File: src/rtl/xbus_pkg.sv
package xbus_pkg;

   typedef enum logic [1:0] {
      XK_FETCH = 2'd0,
      XK_READ  = 2'd1,
      XK_WRITE = 2'd2,
      XK_READX = 2'd3
   } xfer_kind_e;

   typedef enum logic {
      SQ_IDLE   = 1'b0,
      SQ_ACCESS = 1'b1
   } seq_state_e;

   function automatic logic kind_is_write(input xfer_kind_e k);
      return k == XK_WRITE;
   endfunction

   function automatic logic kind_is_fetch(input xfer_kind_e k);
      return k == XK_FETCH;
   endfunction

endpackage

File: src/rtl/xbus_phase_gen.sv
module xbus_phase_gen #(
   parameter int CLK_DIV = 2
) (
   input  logic clk,
   input  logic rst,
   output logic tick
);
   localparam int CNT_W = (CLK_DIV > 1) ? $clog2(CLK_DIV) : 1;
   localparam logic [CNT_W-1:0] LAST = CNT_W'(CLK_DIV - 1);

   initial begin
      if (CLK_DIV < 1) $error("xbus_phase_gen: CLK_DIV must be at least 1");
   end

   generate
      if (CLK_DIV == 1) begin : g_every
         assign tick = 1'b1;
      end else begin : g_count
         logic [CNT_W-1:0] cnt_q;
         always_ff @(posedge clk or posedge rst) begin
            if (rst)
               cnt_q <= '0;
            else if (cnt_q == LAST)
               cnt_q <= '0;
            else
               cnt_q <= cnt_q + 1'b1;
         end
         assign tick = (cnt_q == LAST);
      end
   endgenerate

endmodule

File: src/rtl/xbus_grant_ctl.sv
module xbus_grant_ctl (
   input  logic clk,
   input  logic rst,
   input  logic tick,
   input  logic bus_req,
   input  logic insn_end,
   input  logic fetch_accept,
   input  logic seq_idle,
   output logic grant_now,
   output logic bus_ack,
   output logic at_boundary
);
   logic ack_q;
   logic bnd_q;

   assign grant_now = tick && !ack_q && bus_req && bnd_q && seq_idle;

   always_ff @(posedge clk or posedge rst) begin
      if (rst)
         ack_q <= 1'b0;
      else if (grant_now)
         ack_q <= 1'b1;
      else if (tick && ack_q && !bus_req)
         ack_q <= 1'b0;
   end

   // A fetch starting in the same clock as the strobe opens a new instruction.
   always_ff @(posedge clk or posedge rst) begin
      if (rst)
         bnd_q <= 1'b1;
      else if (fetch_accept)
         bnd_q <= 1'b0;
      else if (insn_end)
         bnd_q <= 1'b1;
   end

   assign bus_ack     = ack_q;
   assign at_boundary = bnd_q;

endmodule

File: src/rtl/xbus_cycle_fsm.sv
module xbus_cycle_fsm
   import xbus_pkg::*;
#(
   parameter int ADDR_W  = 16,
   parameter int DATA_W  = 8,
   parameter int SPACE_W = 1
) (
   input  logic               clk,
   input  logic               rst,
   input  logic               tick,
   input  logic               block,
   input  logic               req_valid,
   input  xfer_kind_e         req_kind,
   input  logic [SPACE_W-1:0] req_space,
   input  logic [ADDR_W-1:0]  req_addr,
   input  logic [DATA_W-1:0]  req_wdata,
   input  logic               wait_in,
   input  logic [DATA_W-1:0]  data_i,
   output logic               req_ready,
   output logic               fetch_accept,
   output logic               seq_idle,
   output logic               active,
   output xfer_kind_e         cur_kind,
   output logic [SPACE_W-1:0] cur_space,
   output logic [ADDR_W-1:0]  cur_addr,
   output logic [DATA_W-1:0]  cur_wdata,
   output logic [DATA_W-1:0]  rd_data,
   output logic               rd_valid
);
   seq_state_e state_q;
   seq_state_e state_d;
   logic       accept;
   logic       finish;

   assign seq_idle     = (state_q == SQ_IDLE);
   assign req_ready    = tick && seq_idle && !block;
   assign accept       = req_ready && req_valid;
   assign fetch_accept = accept && kind_is_fetch(req_kind);
   assign finish       = tick && (state_q == SQ_ACCESS) && !wait_in;
   assign active       = (state_q == SQ_ACCESS);

   always_comb begin
      state_d = state_q;
      unique case (state_q)
         SQ_IDLE:   if (accept) state_d = SQ_ACCESS;
         SQ_ACCESS: if (finish) state_d = SQ_IDLE;
         default:   state_d = SQ_IDLE;
      endcase
   end

   always_ff @(posedge clk or posedge rst) begin
      if (rst)
         state_q <= SQ_IDLE;
      else
         state_q <= state_d;
   end

   always_ff @(posedge clk or posedge rst) begin
      if (rst) begin
         cur_kind  <= XK_READ;
         cur_space <= '0;
         cur_addr  <= '0;
         cur_wdata <= '0;
      end else if (accept) begin
         cur_kind  <= req_kind;
         cur_space <= req_space;
         cur_addr  <= req_addr;
         cur_wdata <= req_wdata;
      end
   end

   always_ff @(posedge clk or posedge rst) begin
      if (rst) begin
         rd_data  <= '0;
         rd_valid <= 1'b0;
      end else begin
         rd_valid <= finish && !kind_is_write(cur_kind);
         if (finish && !kind_is_write(cur_kind))
            rd_data <= data_i;
      end
   end

endmodule

File: src/rtl/xbus_sequencer.sv
module xbus_sequencer
   import xbus_pkg::*;
#(
   parameter int ADDR_W    = 16,
   parameter int DATA_W    = 8,
   parameter int NUM_SPACE = 2,
   parameter int CLK_DIV   = 2,
   localparam int SPACE_W  = (NUM_SPACE > 1) ? $clog2(NUM_SPACE) : 1
) (
   input  logic                 clk,
   input  logic                 rst,
   input  logic                 req_valid,
   input  logic [1:0]           req_kind,
   input  logic [SPACE_W-1:0]   req_space,
   input  logic [ADDR_W-1:0]    req_addr,
   input  logic [DATA_W-1:0]    req_wdata,
   output logic                 req_ready,
   output logic [DATA_W-1:0]    rd_data,
   output logic                 rd_valid,
   input  logic                 insn_end,
   input  logic                 wait_in,
   input  logic                 bus_req,
   output logic                 bus_ack,
   output logic [ADDR_W-1:0]    addr_o,
   output logic                 addr_oe,
   output logic [DATA_W-1:0]    data_o,
   input  logic [DATA_W-1:0]    data_i,
   output logic                 data_oe,
   output logic                 rw_o,
   output logic [NUM_SPACE-1:0] mem_en_o,
   output logic                 ctrl_oe,
   output logic                 fetch_o
);
   initial begin
      if (ADDR_W < 1)    $error("xbus_sequencer: ADDR_W must be positive");
      if (DATA_W < 1)    $error("xbus_sequencer: DATA_W must be positive");
      if (NUM_SPACE < 2) $error("xbus_sequencer: NUM_SPACE must be at least 2");
      if (CLK_DIV < 1)   $error("xbus_sequencer: CLK_DIV must be at least 1");
   end

   logic               tick;
   logic               grant_now;
   logic               at_boundary;
   logic               fetch_accept;
   logic               seq_idle;
   logic               active;
   xfer_kind_e         cur_kind;
   logic [SPACE_W-1:0] cur_space;
   logic [ADDR_W-1:0]  cur_addr;
   logic [DATA_W-1:0]  cur_wdata;

   xbus_phase_gen #(.CLK_DIV(CLK_DIV)) u_phase (
      .clk  (clk),
      .rst  (rst),
      .tick (tick)
   );

   xbus_grant_ctl u_grant (
      .clk          (clk),
      .rst          (rst),
      .tick         (tick),
      .bus_req      (bus_req),
      .insn_end     (insn_end),
      .fetch_accept (fetch_accept),
      .seq_idle     (seq_idle),
      .grant_now    (grant_now),
      .bus_ack      (bus_ack),
      .at_boundary  (at_boundary)
   );

   xbus_cycle_fsm #(
      .ADDR_W  (ADDR_W),
      .DATA_W  (DATA_W),
      .SPACE_W (SPACE_W)
   ) u_fsm (
      .clk          (clk),
      .rst          (rst),
      .tick         (tick),
      .block        (bus_ack || grant_now),
      .req_valid    (req_valid),
      .req_kind     (xfer_kind_e'(req_kind)),
      .req_space    (req_space),
      .req_addr     (req_addr),
      .req_wdata    (req_wdata),
      .wait_in      (wait_in),
      .data_i       (data_i),
      .req_ready    (req_ready),
      .fetch_accept (fetch_accept),
      .seq_idle     (seq_idle),
      .active       (active),
      .cur_kind     (cur_kind),
      .cur_space    (cur_space),
      .cur_addr     (cur_addr),
      .cur_wdata    (cur_wdata),
      .rd_data      (rd_data),
      .rd_valid     (rd_valid)
   );

   genvar gi;
   generate
      for (gi = 0; gi < NUM_SPACE; gi++) begin : g_space_en
         assign mem_en_o[gi] = active && (cur_space == SPACE_W'(gi));
      end
   endgenerate

   assign addr_o  = cur_addr;
   assign data_o  = cur_wdata;
   assign rw_o    = !(active && kind_is_write(cur_kind));
   assign fetch_o = active && kind_is_fetch(cur_kind);
   assign data_oe = active && kind_is_write(cur_kind) && !bus_ack;
   assign addr_oe = !bus_ack;
   assign ctrl_oe = !bus_ack;

endmodule

File: config.mk
export PLATFORM = sky130hd
export DESIGN_NAME = xbus_sequencer
export DESIGN_NICKNAME = d
export VERILOG_FILES = /design/src/rtl/xbus_pkg.sv /design/src/rtl/xbus_phase_gen.sv /design/src/rtl/xbus_grant_ctl.sv /design/src/rtl/xbus_cycle_fsm.sv /design/src/rtl/xbus_sequencer.sv
export SDC_FILE = /design/constraint.sdc
export NUM_CORES = 1
export LEC_CHECK = 0
export BUFFER_PORTS_ARGS = -buffer_cell sky130_fd_sc_hd__buf_4
export CAP_MARGIN = 20
export CORE_MARGIN = 10
export CORE_UTILIZATION = 45
export CTS_CLUSTER_DIAMETER = 50
export DETAILED_ROUTE_END_ITERATION = 10
export PLACE_DENSITY = 0.77
export SYNTH_ARGS = -nofsm -noshare
export SYNTH_HDL_FRONTEND = slang
export SYNTH_HIERARCHICAL = 1
export SYNTH_SLANG_ARGS = --single-unit
File: constraint.sdc
create_clock -name clk -period 2.2 [get_ports clk]
set_clock_uncertainty 0.15 [all_clocks]
set_input_delay 0.33 -clock clk [delete_from_list [all_inputs] [get_ports clk]]
set_output_delay 0.33 -clock clk [all_outputs]
set_load 0.05 [all_outputs]
## Yosys cells after proc, flatten, opt, wreduce, memory -nomap -nowiden

Cells that the tools add are included.

| storage, ports and cells | value |
|---|---|
| bits in registers | 40 |
| logic and storage cells | 51 |

| cells by class | value |
|---|---|
| add/sub/neg operators | 1 |
| eq/ne operators | 1 |
| mux-type cells | 8 |
| bitwise operators | 2 |
| reductions and logical operators | 29 |

Operators with widths:

| kind | count |
|---|---|
| $logic_and A1 B1 Y1 | 18 |
| $mux W1 | 7 |
| $logic_not A1 Y1 | 6 |
| $logic_not A2 Y1 | 2 |
| $reduce_bool A2 Y1 | 2 |
| $eq A2 B2 Y1 const B | 1 |
| $not A1 Y1 | 2 |
| $pmux W1 S2 | 1 |
| $add A1 B1 Y1 const B | 1 |
| $logic_or A1 B1 Y1 | 1 |

## Longest topological paths before layout

| logic depth | value |
|---|---|
| depth after elaboration | 11 |
| mapped depth | 10 |
| depth with buffers taken out | 8 |

## Modules after synthesis

The synthesis kept the hierarchy.

Modules (own cells, without submodules):

| module | times used | cells each | area an instance (µm²) |
|---|---|---|---|
| xbus_cycle_fsm | 1 | 84 | 1,476.4 |
| xbus_grant_ctl | 1 | 10 | 100.1 |
| xbus_sequencer | 1 | 8 | 62.6 |
| xbus_phase_gen | 1 | 3 | 32.5 |

## Least setup slack after synthesis

Ideal clock, no wire load.

| timing | value |
|---|---|
| path type | reg-to-reg |
| start point | register u_grant.ack_q, in the netlist u_grant/bus_ack |
| end point | register u_fsm.cur_addr[0] |
| setup time | 0.125 ns |
| arrival time | 2.569 ns |
| slack | -0.644 ns |
| cell stages (with the launch flop) | 8 |
| period minus slack after synthesis | 2.844 ns |
| cell sequence | dfrtp_1 > nor3b_2 > or2_2 > nor3b_2 > and2_4 > buf_12 > buf_12 > mux2_4 |

| on the way | value |
|---|---|
| cells in the longest elaborated chain, start to end | 9 |

RTL lines:

| element | RTL line | text |
|---|---|---|
| from (decl) | xbus_grant_ctl.sv:13 | `logic ack_q;` |
| from (signal assigned) | xbus_grant_ctl.sv:20 | `ack_q <= 1'b0;` |
| from (signal assigned) | xbus_grant_ctl.sv:22 | `ack_q <= 1'b1;` |
| from (signal assigned) | xbus_grant_ctl.sv:24 | `ack_q <= 1'b0;` |
| $logic_not A1 Y1 | xbus_grant_ctl.sv:16 | `assign grant_now = tick && !ack_q && bus_req && bnd_q && seq_idle;` |
| $logic_and A1 B1 Y1 (4 in a row) | xbus_grant_ctl.sv:16 |  |
| named net grant_now | xbus_sequencer.sv:42 | `logic grant_now;` |
| $logic_or A1 B1 Y1 | xbus_sequencer.sv:79 | `.block (bus_ack \|\| grant_now),` |
| $logic_not A1 Y1 | xbus_cycle_fsm.sv:36 | `assign req_ready = tick && seq_idle && !block;` |
| $logic_and A1 B1 Y1 | xbus_cycle_fsm.sv:36 |  |
| named net req_ready | xbus_sequencer.sv:17 | `output logic req_ready,` |
| $logic_and A1 B1 Y1 | xbus_cycle_fsm.sv:37 | `assign accept = req_ready && req_valid;` |
| to (signal assigned) | xbus_cycle_fsm.sv:67 | `cur_addr <= req_addr;` |
| to (decl) | xbus_cycle_fsm.sv:25 | `output logic [ADDR_W-1:0] cur_addr,` |

The timed path passes the listed nets, and every way through them passes these cells.
A chain may end at the register's enable or synchronous reset.

## Worst setup path after layout

| timing | value |
|---|---|
| start point | register u_phase.g_count.cnt_q, in the netlist u_phase/tick |
| end point | output req_ready |

| on the way | value |
|---|---|
| cells in the longest elaborated chain, start to end | 7 |

RTL lines:

| element | RTL line | text |
|---|---|---|
| from (decl) | xbus_phase_gen.sv:19 | `logic [CNT_W-1:0] cnt_q;` |
| from (signal assigned) | xbus_phase_gen.sv:26 | `cnt_q <= cnt_q + 1'b1;` |
| $logic_and A1 B1 Y1 (4 in a row) | xbus_grant_ctl.sv:16 |  |
| named net grant_now | xbus_sequencer.sv:42 |  |
| $logic_or A1 B1 Y1 | xbus_sequencer.sv:79 |  |
| $logic_not A1 Y1 | xbus_cycle_fsm.sv:36 |  |
| $logic_and A1 B1 Y1 | xbus_cycle_fsm.sv:36 |  |
| to (decl) | xbus_sequencer.sv:17 |  |

The timed path passes the listed nets, and every way through them passes these cells.

==> flow_metrics.py <==
metrics = {
    "power_and_ir_drop": {
        "switching_power_mw": 1.74,
        "switching_share_pct": 45.4,
        "power.leakage_nw": 1.21,
        "power.share.clock_pct": 14.7,
        "vdd_ir_drop_max_mv": 0.837,
        "sequentialPowerShare_pct": 31.3,
        "combPwrFrac_pct": 54.0,
        "p_int_mw": 2.10,
        "p_per_area_nw_per_um2": 1560,
    },
    "sta": {
        "drv_slew": 0,
        "hold_viol": 0,
        "fin_crit_ns": 2.06,
        "fin_crit_sh_pct": 93.6,
        "maxSlewHeadroom_pct": 71.0,
        "worstMarginPinSlew_ns": 0.434,
        "fmax_mhz": 486,
        "setup_ws_ns": 0.141,
        "finalSetupViolCount": 0,
        "finalSetupTns_ns": 0,
        "grt_setup_unrepaired": "false",
    },
    "clock_tree": {
        "cts_buffer_depth": 2,
        "cts_tree": "built",
        "clk_pin_slew_worst_paths_ns": 0.07,
        "root_buffer": "clkbuf_8",
        "clock_latency_ns": 0.29,
        "htreeDepth": 2,
        "clock-sinks": 40,
        "cts_made_buffers": 5,
    },
    "floorplanning": {
        "core_area_sq_um": 3630,
        "num_rows": 22,
        "die_h_um": 81.0,
        "initial_core_util_pct": 46.0,
        "die-width_um": 81.0,
        "pin_count": 83,
        "die_area_sq_um": 6550,
    },
    "finish": {
        "nets": 237,
        "synthToLayoutAreaGrowth_pct": 47.2,
        "fin_util_pct": 67.7,
        "stdcell_count": 245,
        "fin_area_sq_um": 2460,
        "fillers": 273,
        "layout-drive-gt1-share_pct": 71.6,
        "n_antenna_cell": 0,
    },
    "critical_path": {
        "slowest_stage": "dfrtp_1",
        "critPathCaptureType": "output pin",
        "cp-startpoint": "u_phase/tick",
        "path_buf_inv": 1,
        "critical-path-max-stage-delay_ns": 0.42,
        "path_max_fanout": 5,
        "crit_required_ns": 1.72,
        "cp.arrival_ns": 1.58,
        "cp_top_family": "simple AND/OR/NAND/NOR gates",
        "worstSetupPathType": "register to output pin",
        "timing.rr.start": "u_phase/tick",
        "path_cells": "nand3_2, nor3b_2, or2_4, nor3b_4, buf_4",
        "crit_path_start_kind": "register",
    },
    "logic_synthesis": {
        "syn_area_sq_um": 1670,
        "syn_nets": 146,
        "ys_warn_count": 6,
        "synth_seq_area_share_pct": 60.0,
        "synth_cells": 105,
        "yosysUniqueCellTypes": 21,
        "syn_avg_cell_area_sq_um": 15.9,
        "ys_seq_elements": 40,
    },
    "place": {
        "placed_area_sq_um": 2330,
        "pre_cts_slack_ns": 0.0495,
        "placedCellCount": 235,
        "dp_hpwl_mm": 3.30,
        "io_buffers": 82,
        "globalplace.congestion": 0.804,
    },
    "route": {
        "final_antenna_net_count": 0,
        "num_vias": 1162,
        "routedWlPerCell_um": 16.7,
        "routed_via_density": 4.74,
        "first_pass_iters": 3,
        "drt_iter0_drc": 23,
        "wl_mm": 4.10,
        "drc": 0,
    },
    "hold_path": {
        "worstHoldPathType": "primary input to register",
        "hold_start": "data_i[4]",
    },
    "global_route": {
        "grt_remaining_overflow": 0,
        "grt_pass1_vias": 1262,
        "antenna_found_initial": 0,
        "grt_max_degree": 29,
        "grt_pass1_wl_mm": 6.29,
        "groute.usage.overall_pct": 12.7,
    },
    "outcome": {
        "status": "complete, no violations",
    },
    "run": {
        "drv_cap": 0,
    },
}
-- cell type report --
cell class | instances | area [sq um] | area share (%)
inverter | 7 | 26.3 | 1.07
multi-input combinational | 55 | 604 | 24.6
timing repair buffer | 87 | 656 | 26.7
clock inverter | 2 | 35.0 | 1.42
sequential | 40 | 1010 | 40.9
clock buffer | 6 | 72.6 | 2.95
tap | 48 | 60.1 | 2.44
-- power by group through the flow --
stage          Combinational (mW)  Sequential, mW  Clock [mW]
6_report                     2.07            1.20       0.563
5_1_grt                      2.15            1.24       0.622
4_1_cts                      2.09            1.21       0.584
3_5_place_dp                 2.09            1.22           0
3_3_place_gp                 2.06            1.19           0
2_1_floorplan               0.533            2.13           0
-- per-layer routing --
layer  up-vias  part of all wire, %  global-route usage [%]
li1        541                    -                       -
met1       569                   38                    13.8
met2        48                   51                    21.4
met3         4                  9.4                    5.08
met4         0                  1.4                    5.71
met5         -                    0                       0
-- metrics by stage --
step	hold WS, ns	power, mW
3_5_place_dp	0.0452	3.30
3_3_place_gp	0.0406	3.25
5_1_grt	0.0962	4.02
6_report	0.106	3.83
2_1_floorplan	-0.0913	2.66
4_1_cts	0.0966	3.88
-- registers in the layout, summed over array words and instances (netlist names), 2 cells and up --
signal	flops
u_fsm/cur_wdata	8
u_fsm/rd_data	8
u_fsm/cur_kind	2
u_fsm/cur_addr	16
-- worst paths after layout --
check / to / slack (ns) / depth (start not counted)
setup / recovery: req_ready / 0.14 / 5
hold / removal: u_fsm/rd_data[4] / 0.11 / 2
setup reg to reg: u_fsm/cur_addr[7] / 0.19 / 6
hold reg to reg: u_fsm/rd_data[4] / 0.35 / 1
max in group asynchronous: u_fsm/cur_kind[0] / 1.14 / 4
min in group asynchronous: u_phase/tick / 0.31 / 3
-- cells in the mapped netlist (all sizes together) --
cell type | count | area, sq um
dfrtp | 38 | 951
mux2 | 35 | 424
inv | 7 | 26.3
buf | 4 | 55.1
nor3b | 4 | 50.1
nor2b | 3 | 18.8
and2 | 2 | 15.0
dfstp | 2 | 52.6
nor2 | 2 | 7.51
a21o | 1 | 7.51
a21oi | 1 | 5.00
and4bb | 1 | 12.5
nand2b | 1 | 6.26
nand3 | 1 | 10.0
nand3b | 1 | 7.51
nor3 | 1 | 16.3
or2 | 1 | 6.26
-- placed cells by master (no fill, tap or decap), drive strengths merged, types with 2 or more instances in the layout --
| master | netlist | final |
|---|---|---|
| and2 | 2 | 3 |
| buf | 4 | 86 |
| clkbuf | 0 | 6 |
| dfrtp | 38 | 38 |
| dfstp | 2 | 2 |
| inv | 7 | 7 |
| mux2 | 35 | 35 |
| nor2 | 2 | 2 |
| nor2b | 3 | 3 |
| nor3b | 4 | 4 |
-- what timing repair did --
action | 4_1_cts | 5_1_grt
hold buffers | 1 | 0
buffers inserted | 0 | 0
hold endpoints to repair | 39 | 0
setup endpoints to repair | 0 | 18
gates resized for setup | 0 | 1
-- cell families (layout without fill, tap and decap cells) --
| family | after synthesis | after routing | synth area share (%) |
|---|---|---|---|
| flops | 40 | 40 | 60.0 |
| simple gates | 17 | 18 | 8.98 |
| buf+inv | 11 | 102 | 4.87 |
| compound gates | 2 | 2 | 0.748 |
| mux | 35 | 35 | 25.4 |
No activity file was read; power rests on OpenSTA's default activity.
